## config.mk

```make
export PLATFORM = sky130hd
export DESIGN_NAME = wvec_ctrl
export DESIGN_NICKNAME = d
export VERILOG_FILES = /design/src/rtl/wvec_pkg.sv /design/src/rtl/wvec_sync.sv /design/src/rtl/wvec_trig.sv /design/src/rtl/wvec_arb.sv /design/src/rtl/wvec_regs.sv /design/src/rtl/wvec_ctrl.sv
export SDC_FILE = /design/constraint.sdc
export NUM_CORES = 2
export LEC_CHECK = 0
export CAP_MARGIN = 15
export CELL_PAD_IN_SITES_DETAIL_PLACEMENT = 0
export CELL_PAD_IN_SITES_GLOBAL_PLACEMENT = 2
export CORE_AREA = 4 4 422 424
export CTS_CLUSTER_SIZE = 25
export DETAILED_ROUTE_END_ITERATION = 6
export DIE_AREA = 0 0 426 428
export GPL_ROUTABILITY_DRIVEN = 0
export GPL_TIMING_DRIVEN = 1
export PLACE_DENSITY_LB_ADDON = 0.2
export SYNTH_ARGS = -nofsm -noshare
export SYNTH_HDL_FRONTEND = slang
export SYNTH_SLANG_ARGS = --single-unit
```

## constraint.sdc

```tcl
create_clock -name clk -period 7.79 [get_ports clk]
set_input_delay 1.558 -clock clk [delete_from_list [all_inputs] [get_ports clk]]
set_output_delay 1.558 -clock clk [all_outputs]
set_load 0.02 [all_outputs]
```

## src/rtl/wvec_pkg.sv

```systemverilog
package wvec_pkg;
  localparam int DATA_W = 32;
  localparam int BUS_AW = 12;
  localparam int WIDX_W = BUS_AW - 2;

  // word indices (byte offset / 4)
  localparam logic [WIDX_W-1:0] W_ID    = 10'd0;
  localparam logic [WIDX_W-1:0] W_MASK  = 10'd8;
  localparam logic [WIDX_W-1:0] W_MEN   = 10'd16;
  localparam logic [WIDX_W-1:0] W_EDGE  = 10'd24;
  localparam logic [WIDX_W-1:0] W_CLR   = 10'd32;
  localparam logic [WIDX_W-1:0] W_AUXA  = 10'd48;
  localparam logic [WIDX_W-1:0] W_AUXB  = 10'd56;
  localparam logic [WIDX_W-1:0] W_ROUTE = 10'd64;
  localparam logic [WIDX_W-1:0] W_VEC   = 10'd128;
  localparam logic [WIDX_W-1:0] W_POL   = 10'd248;

  function automatic logic [DATA_W-1:0] be_mask(input logic [3:0] be);
    return {{8{be[3]}}, {8{be[2]}}, {8{be[1]}}, {8{be[0]}}};
  endfunction

  function automatic logic [DATA_W-1:0] merge_word(input logic [DATA_W-1:0] old_w,
                                                   input logic [DATA_W-1:0] new_w,
                                                   input logic [3:0] be);
    return (old_w & ~be_mask(be)) | (new_w & be_mask(be));
  endfunction
endpackage

```

## src/rtl/wvec_sync.sv

```systemverilog
module wvec_sync #(
  parameter int N_IN   = 64,
  parameter int STAGES = 2
) (
  input  logic            clk,
  input  logic            rst,
  input  logic [N_IN-1:0] d_async,
  output logic [N_IN-1:0] d_sync
);
  logic [N_IN-1:0] stg_q [STAGES];

  always_ff @(posedge clk) begin
    if (rst) begin
      for (int s = 0; s < STAGES; s++) stg_q[s] <= '0;
    end else begin
      stg_q[0] <= d_async;
      for (int s = 1; s < STAGES; s++) stg_q[s] <= stg_q[s-1];
    end
  end

  assign d_sync = stg_q[STAGES-1];
endmodule

```

## src/rtl/wvec_trig.sv

```systemverilog
module wvec_trig #(
  parameter int N_IN = 64
) (
  input  logic            clk,
  input  logic            rst,
  input  logic [N_IN-1:0] line_sync,
  input  logic [N_IN-1:0] edge_sel,
  input  logic [N_IN-1:0] pol_inv,
  input  logic [N_IN-1:0] clr_pulse,
  input  logic [N_IN-1:0] ack_pulse,
  output logic [N_IN-1:0] req
);
  logic [N_IN-1:0] active;
  logic [N_IN-1:0] prev_q;
  logic [N_IN-1:0] pend_q;
  logic [N_IN-1:0] new_edge;

  assign active   = line_sync ^ pol_inv;
  assign new_edge = active & ~prev_q & edge_sel;

  always_ff @(posedge clk) begin
    if (rst) begin
      prev_q <= '0;
      pend_q <= '0;
    end else begin
      prev_q <= active;
      // a fresh edge wins over a clear or an accept in the same cycle
      pend_q <= (pend_q & ~clr_pulse & ~ack_pulse) | new_edge;
    end
  end

  assign req = pend_q | (active & ~edge_sel);


  clr_drop_chk: assert property (@(posedge clk) disable iff (rst)
    (|(clr_pulse & ~new_edge)) |=> ((pend_q & $past(clr_pulse & ~new_edge)) == '0));


  pend_edge_only_chk: assert property (@(posedge clk) disable iff (rst)
    ((pend_q & ~$past(pend_q) & ~$past(edge_sel)) == '0));
endmodule

```

## src/rtl/wvec_arb.sv

```systemverilog
module wvec_arb #(
  parameter int N_IN = 64,
  localparam int IW = $clog2(N_IN)
) (
  input  logic              clk,
  input  logic              rst,
  input  logic [N_IN-1:0]   req,
  input  logic [N_IN-1:0]   mask,
  input  logic [N_IN-1:0]   men,
  input  logic [N_IN*8-1:0] vec_flat,
  input  logic              msg_ready,
  output logic              msg_valid,
  output logic [7:0]        msg_vector,
  output logic [N_IN-1:0]   ack_pulse
);
  logic [N_IN-1:0] elig;
  logic [IW-1:0]   sel;
  logic [IW-1:0]   idx_q;
  logic            valid_q;
  logic [7:0]      vec_q;

  assign elig = req & ~mask & men;

  always_comb begin
    sel = '0;
    for (int i = N_IN - 1; i >= 0; i--) begin
      if (elig[i]) sel = IW'(i);
    end
  end

  always_ff @(posedge clk) begin
    if (rst) begin
      valid_q <= 1'b0;
      vec_q   <= '0;
      idx_q   <= '0;
    end else if (valid_q && msg_ready) begin
      valid_q <= 1'b0;
    end else if (!valid_q && (|elig)) begin
      valid_q <= 1'b1;
      vec_q   <= vec_flat[{sel, 3'b000} +: 8];
      idx_q   <= sel;
    end
  end

  assign ack_pulse  = (valid_q && msg_ready) ? ({{(N_IN-1){1'b0}}, 1'b1} << idx_q) : '0;
  assign msg_valid  = valid_q;
  assign msg_vector = vec_q;


  hold_stable_chk: assert property (@(posedge clk) disable iff (rst)
    (valid_q && !msg_ready) |=> (valid_q && $stable(vec_q) && $stable(idx_q)));


  lowest_first_chk: assert property (@(posedge clk) disable iff (rst)
    $rose(valid_q) |-> (($past(elig) & (({{(N_IN-1){1'b0}}, 1'b1} << idx_q) - 1'b1)) == '0));


  load_eligible_chk: assert property (@(posedge clk) disable iff (rst)
    $rose(valid_q) |-> (($past(elig) >> idx_q) & {{(N_IN-1){1'b0}}, 1'b1}) != '0);
endmodule

```

## src/rtl/wvec_regs.sv

```systemverilog
module wvec_regs
  import wvec_pkg::*;
#(
  parameter int N_IN = 64,
  localparam int NW = N_IN / DATA_W
) (
  input  logic              clk,
  input  logic              rst,
  input  logic [BUS_AW-1:0] bus_addr,
  input  logic              bus_wr,
  input  logic              bus_rd,
  input  logic [3:0]        bus_be,
  input  logic [DATA_W-1:0] bus_wdata,
  output logic [DATA_W-1:0] bus_rdata,
  output logic [N_IN-1:0]   mask_o,
  output logic [N_IN-1:0]   men_o,
  output logic [N_IN-1:0]   edge_o,
  output logic [N_IN-1:0]   pol_o,
  output logic [N_IN-1:0]   clr_o,
  output logic [N_IN*8-1:0] vec_flat
);
  logic [WIDX_W-1:0] waddr;
  logic [N_IN-1:0]   mask_q, men_q, edge_q, pol_q;
  logic [DATA_W-1:0] auxa_q [NW];
  logic [DATA_W-1:0] auxb_q [NW];
  logic [7:0]        route_q [N_IN];
  logic [7:0]        vec_q   [N_IN];
  logic [DATA_W-1:0] rmux;
  logic [DATA_W-1:0] rdata_q;

  localparam logic [7:0] ID_CNT = 8'(N_IN - 1);

  assign waddr = bus_addr[BUS_AW-1:2];

  // bit registers, one word per group of 32 lines
  always_ff @(posedge clk) begin
    if (rst) begin
      mask_q <= '1;
      men_q  <= '1;
      edge_q <= '0;
      pol_q  <= '0;
      for (int w = 0; w < NW; w++) begin
        auxa_q[w] <= '0;
        auxb_q[w] <= '0;
      end
    end else if (bus_wr) begin
      for (int w = 0; w < NW; w++) begin
        if (waddr == W_MASK + WIDX_W'(w))
          mask_q[w*DATA_W +: DATA_W] <= merge_word(mask_q[w*DATA_W +: DATA_W], bus_wdata, bus_be);
        if (waddr == W_MEN + WIDX_W'(w))
          men_q[w*DATA_W +: DATA_W] <= merge_word(men_q[w*DATA_W +: DATA_W], bus_wdata, bus_be);
        if (waddr == W_EDGE + WIDX_W'(w))
          edge_q[w*DATA_W +: DATA_W] <= merge_word(edge_q[w*DATA_W +: DATA_W], bus_wdata, bus_be);
        if (waddr == W_POL + WIDX_W'(w))
          pol_q[w*DATA_W +: DATA_W] <= merge_word(pol_q[w*DATA_W +: DATA_W], bus_wdata, bus_be);
        if (waddr == W_AUXA + WIDX_W'(w))
          auxa_q[w] <= merge_word(auxa_q[w], bus_wdata, bus_be);
        if (waddr == W_AUXB + WIDX_W'(w))
          auxb_q[w] <= merge_word(auxb_q[w], bus_wdata, bus_be);
      end
    end
  end

  // per-line byte storage
  always_ff @(posedge clk) begin
    if (rst) begin
      for (int n = 0; n < N_IN; n++) begin
        route_q[n] <= '0;
        vec_q[n]   <= '0;
      end
    end else if (bus_wr) begin
      for (int n = 0; n < N_IN; n++) begin
        if (waddr == W_ROUTE + WIDX_W'(n / 4) && bus_be[n % 4])
          route_q[n] <= bus_wdata[(n % 4) * 8 +: 8];
        if (waddr == W_VEC + WIDX_W'(n / 4) && bus_be[n % 4])
          vec_q[n] <= bus_wdata[(n % 4) * 8 +: 8];
      end
    end
  end

  // write-one-to-clear pulse, not stored
  always_comb begin
    clr_o = '0;
    for (int w = 0; w < NW; w++) begin
      if (bus_wr && waddr == W_CLR + WIDX_W'(w))
        clr_o[w*DATA_W +: DATA_W] = bus_wdata & be_mask(bus_be);
    end
  end

  always_comb begin
    rmux = '0;
    if (waddr == W_ID + WIDX_W'(1)) rmux = {8'h00, ID_CNT, 16'h0000};
    for (int w = 0; w < NW; w++) begin
      if (waddr == W_MASK + WIDX_W'(w)) rmux = mask_q[w*DATA_W +: DATA_W];
      if (waddr == W_MEN  + WIDX_W'(w)) rmux = men_q[w*DATA_W +: DATA_W];
      if (waddr == W_EDGE + WIDX_W'(w)) rmux = edge_q[w*DATA_W +: DATA_W];
      if (waddr == W_POL  + WIDX_W'(w)) rmux = pol_q[w*DATA_W +: DATA_W];
      if (waddr == W_AUXA + WIDX_W'(w)) rmux = auxa_q[w];
      if (waddr == W_AUXB + WIDX_W'(w)) rmux = auxb_q[w];
    end
    for (int k = 0; k < N_IN / 4; k++) begin
      if (waddr == W_ROUTE + WIDX_W'(k))
        rmux = {route_q[4*k+3], route_q[4*k+2], route_q[4*k+1], route_q[4*k]};
      if (waddr == W_VEC + WIDX_W'(k))
        rmux = {vec_q[4*k+3], vec_q[4*k+2], vec_q[4*k+1], vec_q[4*k]};
    end
  end

  always_ff @(posedge clk) begin
    if (rst)         rdata_q <= '0;
    else if (bus_rd) rdata_q <= rmux;
  end

  assign bus_rdata = rdata_q;
  assign mask_o    = mask_q;
  assign men_o     = men_q;
  assign edge_o    = edge_q;
  assign pol_o     = pol_q;

  for (genvar n = 0; n < N_IN; n++) begin : g_vec
    assign vec_flat[n*8 +: 8] = vec_q[n];
  end


  clr_reads_zero_chk: assert property (@(posedge clk) disable iff (rst)
    (bus_rd && waddr >= W_CLR && waddr < W_CLR + WIDX_W'(NW)) |=> (bus_rdata == '0));


  id_word_chk: assert property (@(posedge clk) disable iff (rst)
    (bus_rd && waddr == W_ID + WIDX_W'(1)) |=> (bus_rdata[23:16] == ID_CNT));
endmodule

```

## src/rtl/wvec_ctrl.sv

```systemverilog
module wvec_ctrl
  import wvec_pkg::*;
#(
  parameter int N_IN     = 64,
  parameter int SYNC_STG = 2
) (
  input  logic              clk,
  input  logic              rst,
  input  logic [N_IN-1:0]   irq_in,
  input  logic [BUS_AW-1:0] bus_addr,
  input  logic              bus_wr,
  input  logic              bus_rd,
  input  logic [3:0]        bus_be,
  input  logic [DATA_W-1:0] bus_wdata,
  output logic [DATA_W-1:0] bus_rdata,
  output logic              msg_valid,
  output logic [7:0]        msg_vector,
  input  logic              msg_ready
);
  logic [N_IN-1:0]   line_sync;
  logic [N_IN-1:0]   mask, men, edge_sel, pol_inv, clr_pulse, ack_pulse, req;
  logic [N_IN*8-1:0] vec_flat;

  wvec_sync #(.N_IN(N_IN), .STAGES(SYNC_STG)) u_sync (
    .clk(clk), .rst(rst), .d_async(irq_in), .d_sync(line_sync)
  );

  wvec_regs #(.N_IN(N_IN)) u_regs (
    .clk(clk), .rst(rst), .bus_addr(bus_addr), .bus_wr(bus_wr), .bus_rd(bus_rd),
    .bus_be(bus_be), .bus_wdata(bus_wdata), .bus_rdata(bus_rdata),
    .mask_o(mask), .men_o(men), .edge_o(edge_sel), .pol_o(pol_inv),
    .clr_o(clr_pulse), .vec_flat(vec_flat)
  );

  wvec_trig #(.N_IN(N_IN)) u_trig (
    .clk(clk), .rst(rst), .line_sync(line_sync), .edge_sel(edge_sel),
    .pol_inv(pol_inv), .clr_pulse(clr_pulse), .ack_pulse(ack_pulse), .req(req)
  );

  wvec_arb #(.N_IN(N_IN)) u_arb (
    .clk(clk), .rst(rst), .req(req), .mask(mask), .men(men), .vec_flat(vec_flat),
    .msg_ready(msg_ready), .msg_valid(msg_valid), .msg_vector(msg_vector),
    .ack_pulse(ack_pulse)
  );


  single_ack_chk: assert property (@(posedge clk) disable iff (rst)
    $onehot0(ack_pulse));


  ack_only_valid_chk: assert property (@(posedge clk) disable iff (rst)
    (|ack_pulse) |-> (msg_valid && msg_ready));
endmodule

```

# == Word-level counts from Yosys, hierarchy flattened ==
# Memories as Yosys holds them, arrays and structs flattened.
# Index checks and enable logic that the tools add are counted.
# totals
ff_bits,431
ram_bits,1280
n_memories,5
in_bits,117
# memory_table
memory,depth,width,rd,rd_clocked_by_memory_dff,write_ports,line,rtl
u_regs.route_q,64,8,64,0,64,wvec_regs.sv:26,logic [7:0] route_q [N_IN];
u_regs.vec_q,64,8,64,0,64,wvec_regs.sv:27,logic [7:0] vec_q [N_IN];
u_sync.stg_q,2,64,2,0,2,wvec_sync.sv:10,logic [N_IN-1:0] stg_q [STAGES];
u_regs.auxa_q,2,32,2,0,2,wvec_regs.sv:24,logic [DATA_W-1:0] auxa_q [NW];
u_regs.auxb_q,2,32,2,0,2,wvec_regs.sv:25,logic [DATA_W-1:0] auxb_q [NW];
# classes
n_reduce_logical,144
n_mux,777
bitwise_logic,176
shifts,2
n_eq_ne,47
# ops
cell,count
$mux W32,50
$mux W8,128
$mux W1,531
$shiftx A512 B10 Y8,1
$and A64 B64 Y64,7
$and A32 B32 Y32,13
$mux W6,64
$or A32 B32 Y32,12
$not A64 Y64,5
$mux W64,3
$eq A10 B8 Y1 const B,18
$eq A10 B7 Y1 const B,16
$or A1 B1 Y1,134
$logic_and A1 B1 Y1,132
$or A64 B64 Y64,2
$reduce_or A64 Y1,1
$shl A1 B6 Y64 const A,1
$xor A64 B64 Y64,1
$eq A10 B6 Y1 const B,6
$eq A10 B5 Y1 const B,4
$not A32 Y32,1
$mux W22,1
$eq A10 B4 Y1 const B,2
$reduce_and A2 Y1,9
4 further kinds,4

# == Depth between registers and ports, before layout ==
# An unclocked memory read counts as a cell.
# logic_depth
depth_word,71
mapped_depth,17
mapped_depth_nobuf,12

# == Cells and area by module ==
# Synthesis repeated with hierarchy kept, for this count alone.
# unflattened
cells_unflattened,7762
hier_area_um2,80374.6
# by_module_without_submodules
mod,seq_area_each_um2,cells_per_inst,instances,area_each_um2
wvec_regs,40358.7,5723,1,63716.1
wvec_arb,300.3,1172,1,7257.0
wvec_trig,2562.5,533,1,5456.5
wvec_sync,2562.5,334,1,3945.0

# == Least setup slack after synthesis ==
# OpenSTA, ideal clock, no wires.
# synth_timing
path_type,in2reg
startpoint,in bus_addr[11]
endpoint,"reg u_regs.rdata_q[25], in the netlist u_regs.bus_rdata[25]"
arrival_ps,4321
t_required_ps,7711
setup_slack_ps,3390
stages,14
cell_sequence,buf_2 or4b_1 buf_6 nor3_4 a222oi_1 o21ai_1 o221ai_1 a31o_1 a211oi_2 nor3_1 or4_1 a21oi_1 o21ai_1 a211oi_2
# synth_via
elab_chain_len,45
elab_cells_between_ends,88
cone_classes,44 x eq/ne; 44 x mux
# synth_lines
element,line,rtl
from (decl),wvec_ctrl.sv:10,"input logic [BUS_AW-1:0] bus_addr,"
$eq A10 B4 Y1,wvec_regs.sv:94,if (waddr == W_MASK + WIDX_W'(w)) rmux = mask_q[w*DATA_W +: DATA_W];
$mux W32,wvec_regs.sv:94,
$mux W32,wvec_regs.sv:95,if (waddr == W_MEN + WIDX_W'(w)) rmux = men_q[w*DATA_W +: DATA_W];
$mux W32,wvec_regs.sv:96,if (waddr == W_EDGE + WIDX_W'(w)) rmux = edge_q[w*DATA_W +: DATA_W];
$mux W32,wvec_regs.sv:97,if (waddr == W_POL + WIDX_W'(w)) rmux = pol_q[w*DATA_W +: DATA_W];
$mux W32,wvec_regs.sv:98,if (waddr == W_AUXA + WIDX_W'(w)) rmux = auxa_q[w];
$mux W32,wvec_regs.sv:99,if (waddr == W_AUXB + WIDX_W'(w)) rmux = auxb_q[w];
$mux W32,wvec_regs.sv:94,
[29 not listed],--,
$mux W32,wvec_regs.sv:102,if (waddr == W_ROUTE + WIDX_W'(k))
$mux W32,wvec_regs.sv:104,if (waddr == W_VEC + WIDX_W'(k))
$mux W32,wvec_regs.sv:102,
$mux W32,wvec_regs.sv:104,
$mux W32,wvec_regs.sv:102,
$mux W32,wvec_regs.sv:104,
$mux W32,wvec_regs.sv:102,
$mux W32 *,wvec_regs.sv:104,
to (signal assigned),wvec_regs.sv:111,else if (bus_rd) rdata_q <= rmux;
to (decl),wvec_regs.sv:29,logic [DATA_W-1:0] rdata_q;
# Every way passes the cells marked *; elsewhere a longest branch is shown, timed or not.
# A chain may end at the register's enable or synchronous reset.

# == Worst setup path in the final report ==
# layout_timing
startpoint,in bus_addr[5]
endpoint,"reg u_regs.rdata_q[14], in the netlist u_regs.bus_rdata[14]"
# The elaborated chain is that of the path after synthesis.

==> impl_metrics.sql <==
INSERT INTO impl_metrics (metric_group, metric, value, unit) VALUES
('routing', 'route.detailed.drc', '0', ''),
('timing', 'slew_headroom', '9.56', '%'),
('clocking', 'root_buffer', 'sky130_fd_sc_hd__clkbuf_16', ''),
('clocking', 'number_of_buffers_created_by_cts', '186', ''),
('cells_and_area', 'layout.cell_area.non_filler', '89400', 'µm²'),
('floorplanning', 'dieWidth', '426', 'µm'),
('setup_path', 'crit_type', 'in -> reg', ''),
('clocking', 'cts.reportedPaths.clkPinSlew', '60', 'ps'),
('timing', 'fin_crit_sh', '82.1', '%'),
('timing', 'period_minus_slack', '6390', 'ps'),
('clocking', 'clkLatencyLatePin', '860', 'ps'),
('synth', 'async_reset_ff_share', '0', '%'),
('clocking', 'clock_sink_count', '1711', ''),
('synth', 'synth_cells', '7243', ''),
('pwr', 'max-vdd-ir-drop', '0.000192', 'V'),
('setup_path', 'critical_path.top_delay_family', 'compound AO/OA/AOI/OAI gates', ''),
('routing', 'drt_pre_antenna_iters', '6', ''),
('floorplanning', 'core_area', '174000', 'µm²'),
('floorplanning', 'overall_die_height', '428', 'µm'),
('pwr', 'power.net_switching', '0.00492', 'W'),
('pwr', 'seqPwrFrac', '50.4', '%'),
('cells_and_area', 'fillerInstances', '15700', ''),
('synth', 'yosys_warnings', '0', ''),
('pwr', 'power.share.switching', '23.8', '%'),
('timing', 'finalHoldViolations', '0', ''),
('clocking', 'cts_tree', 'done', ''),
('routing', 'met2WireLength', '149', 'mm'),
('synth', 'synth.top_cell.area_share', '44.3', '%'),
('min_path', 'hold_path_start', 'u_sync.stg_q[0][35]$_SDFF_PP0_', ''),
('synth', 'netlist_area', '78000', 'µm²'),
('synth', 'ys_ff_latch', '1711', ''),
('floorplanning', 'rows', '153', ''),
('routing', 'top_signal_layer_used', 'met5', ''),
('pwr', 'clkPwrFrac', '44.5', '%'),
('clocking', 'ctsResizeCount', '0', ''),
('routing', 'drt.antenna.violating_nets', '0', ''),
('pwr', 'p_per_area', '231', 'nW/µm²'),
('synth', 'synth_area_per_cell', '10.8', 'µm²'),
('grt', 'first_global_vias', '61700', ''),
('setup_path', 'critical_path_required', '8520', 'ps'),
('setup_path', 'worst_path_max_delay_cell', 'sky130_fd_sc_hd__nor4b_1', ''),
('clocking', 'cts_hold_repair.buffers', '0', ''),
('timing', 'post_route_worst_hold_slack', '417', 'ps'),
('cells_and_area', 'layout-drive-gt1-share', '10.3', '%'),
('pwr', 'p_leak', '32.2', 'nW'),
('setup_path', 'critPathMaxFanout', '18', ''),
('clocking', 'max-clock-path-buffers', '3', ''),
('place', 'pre_cts_ws', '764', 'ps'),
('place', 'io_buffer_count', '155', ''),
('pwr', 'total_power', '0.0206', 'W'),
('synth', 'synth_seq_area_share', '58.7', '%'),
('routing', 'met3_wirelength', '47.1', 'mm'),
('setup_path', 'timing.critical_path.cells', 'clkdlybuf4s50_1 > buf_4 > nor4b_1 > nand3_1 > nor2_1 > a31oi_1 > o221ai_1 > a211oi_1 > a2111oi_0 > nor3_1 > a2111oi_0 > buf_4 > o21ai_0 > a21oi_1 > o21ai_0', ''),
('routing', 'avgRoutedWirePerCell', '36.0', 'µm'),
('timing', 'rsz_0062_raised_after_global_routing', 'false', ''),
('floorplanning', 'start_util', '44.9', '%'),
('clocking', 'cts_max_level', '4', ''),
('grt', 'grtUsageTotal', '37.5', '%'),
('timing', 'max_freq', '156', 'MHz'),
('timing', 'post_layout_worst_setup_margin', '1400', 'ps'),
('routing', 'drt-total-wl', '354', 'mm'),
('floorplanning', 'pin_count', '158', ''),
('place', 'detailed_place_hpwl', '255', 'mm'),
('setup_path', 'timing.critical_path.arrival', '7120', 'ps'),
('grt', 'antenna_found_initial', '17', ''),
('setup_path', 'critical_path.startpoint_type', 'primary input', ''),
('setup_path', 'endpoint_type_of_the_worst_setup_path', 'flop', ''),
('clocking', 'cts_setup_buffers', '0', ''),
('outcome', 'outcome', 'completed', ''),
('timing', 'slew_violations', '0', ''),
('pwr', 'power.combinational.fraction', '5.0', '%');
-- per-layer routing --
layer	global-route usage, %	vias to the layer above
met2	53.8	4907
met4	18.3	6
met5	0	-
met1	51.5	33600
met3	11.5	868
li1	-	27500
-- worst paths after layout --
path	end	slack (ps)	cells after the start
min reg2reg	u_sync.stg_q[0][99]$_SDFF_PP0_	420	1
max	u_regs.bus_rdata[14]$_SDFFE_PP0P_	1400	15
max reg2reg	u_arb.msg_vector[0]$_SDFFE_PP0P_	1810	13
min	u_sync.stg_q[0][99]$_SDFF_PP0_	420	1
-- cell usage after synthesis (all sizes together), types with 162 or more instances --
cell    instances
nand2b        192
o22ai         194
nor2          833
nand2         661
o21ai         199
a22oi         162
buf           193
edfxtp       1152
clkbuf        377
a21oi         472
dfxtp         559
nor2b         203
mux2i         169
-- layout by cell type, fill, tap and decap left out, types with 51 or more instances in the layout --
cell,Yosys,final
sky130_fd_sc_hd__edfxtp_1,1152,1152
sky130_fd_sc_hd__nor2_1,828,815
sky130_fd_sc_hd__nand2_1,658,653
sky130_fd_sc_hd__dfxtp_1,559,559
sky130_fd_sc_hd__a21oi_1,472,472
sky130_fd_sc_hd__buf_4,12,299
sky130_fd_sc_hd__nor2b_1,203,202
sky130_fd_sc_hd__o22ai_1,194,194
sky130_fd_sc_hd__clkbuf_16,0,194
sky130_fd_sc_hd__nand2b_1,192,192
sky130_fd_sc_hd__o21ai_0,189,189
sky130_fd_sc_hd__mux2i_1,169,169
sky130_fd_sc_hd__a22oi_1,162,162
sky130_fd_sc_hd__a211o_1,155,154
sky130_fd_sc_hd__clkdlybuf4s50_1,0,153
sky130_fd_sc_hd__and3_1,150,150
sky130_fd_sc_hd__a21o_1,131,130
sky130_fd_sc_hd__o221ai_1,127,127
sky130_fd_sc_hd__inv_1,114,114
sky130_fd_sc_hd__nand3_1,122,113
sky130_fd_sc_hd__a221oi_1,88,88
sky130_fd_sc_hd__nor3_1,93,84
sky130_fd_sc_hd__a31oi_1,56,55
sky130_fd_sc_hd__o41ai_1,53,52
sky130_fd_sc_hd__xnor2_1,51,51
-- power by group through the flow --
stage	clock, W	combinational, W	sequential (W)
detailed placement	0	0.00101	0.0106
finish	0.00919	0.00104	0.0104
CTS	0.00919	0.00101	0.0104
floorplan	0	0.000501	0.0104
global placement	0	0.00100	0.0106
global route	0.00957	0.00107	0.0104
-- cell families after synthesis --
family          share of synthesized area [%]
simple gates                             15.3
xor+xnor                                0.784
buf+inv                                  3.63
flops                                    58.7
compound gates                           19.1
mux                                      2.56
-- area by class of cell --
cell class,instances,area [µm²],share of cell area [%]
Tap cell,2325,2910,3.26
Antenna cell,6,15.0,0.0168
Clock buffer,266,5390,6.03
Inverter,115,432,0.483
Multi-Input combinational cell,4847,29800,33.3
Sequential cell,1711,45800,51.2
Timing Repair Buffer,475,4200,4.70
Clock inverter,75,883,0.989
-- metrics by stage --
step	std cells	utilization (%)
after floorplan	7243	-
after global placement	9469	47.8
after detailed placement	9470	47.8
after CTS	9811	51.4
after global routing	9816	51.4
final	9820	51.4
No activity file was read; power rests on OpenSTA's default activity.
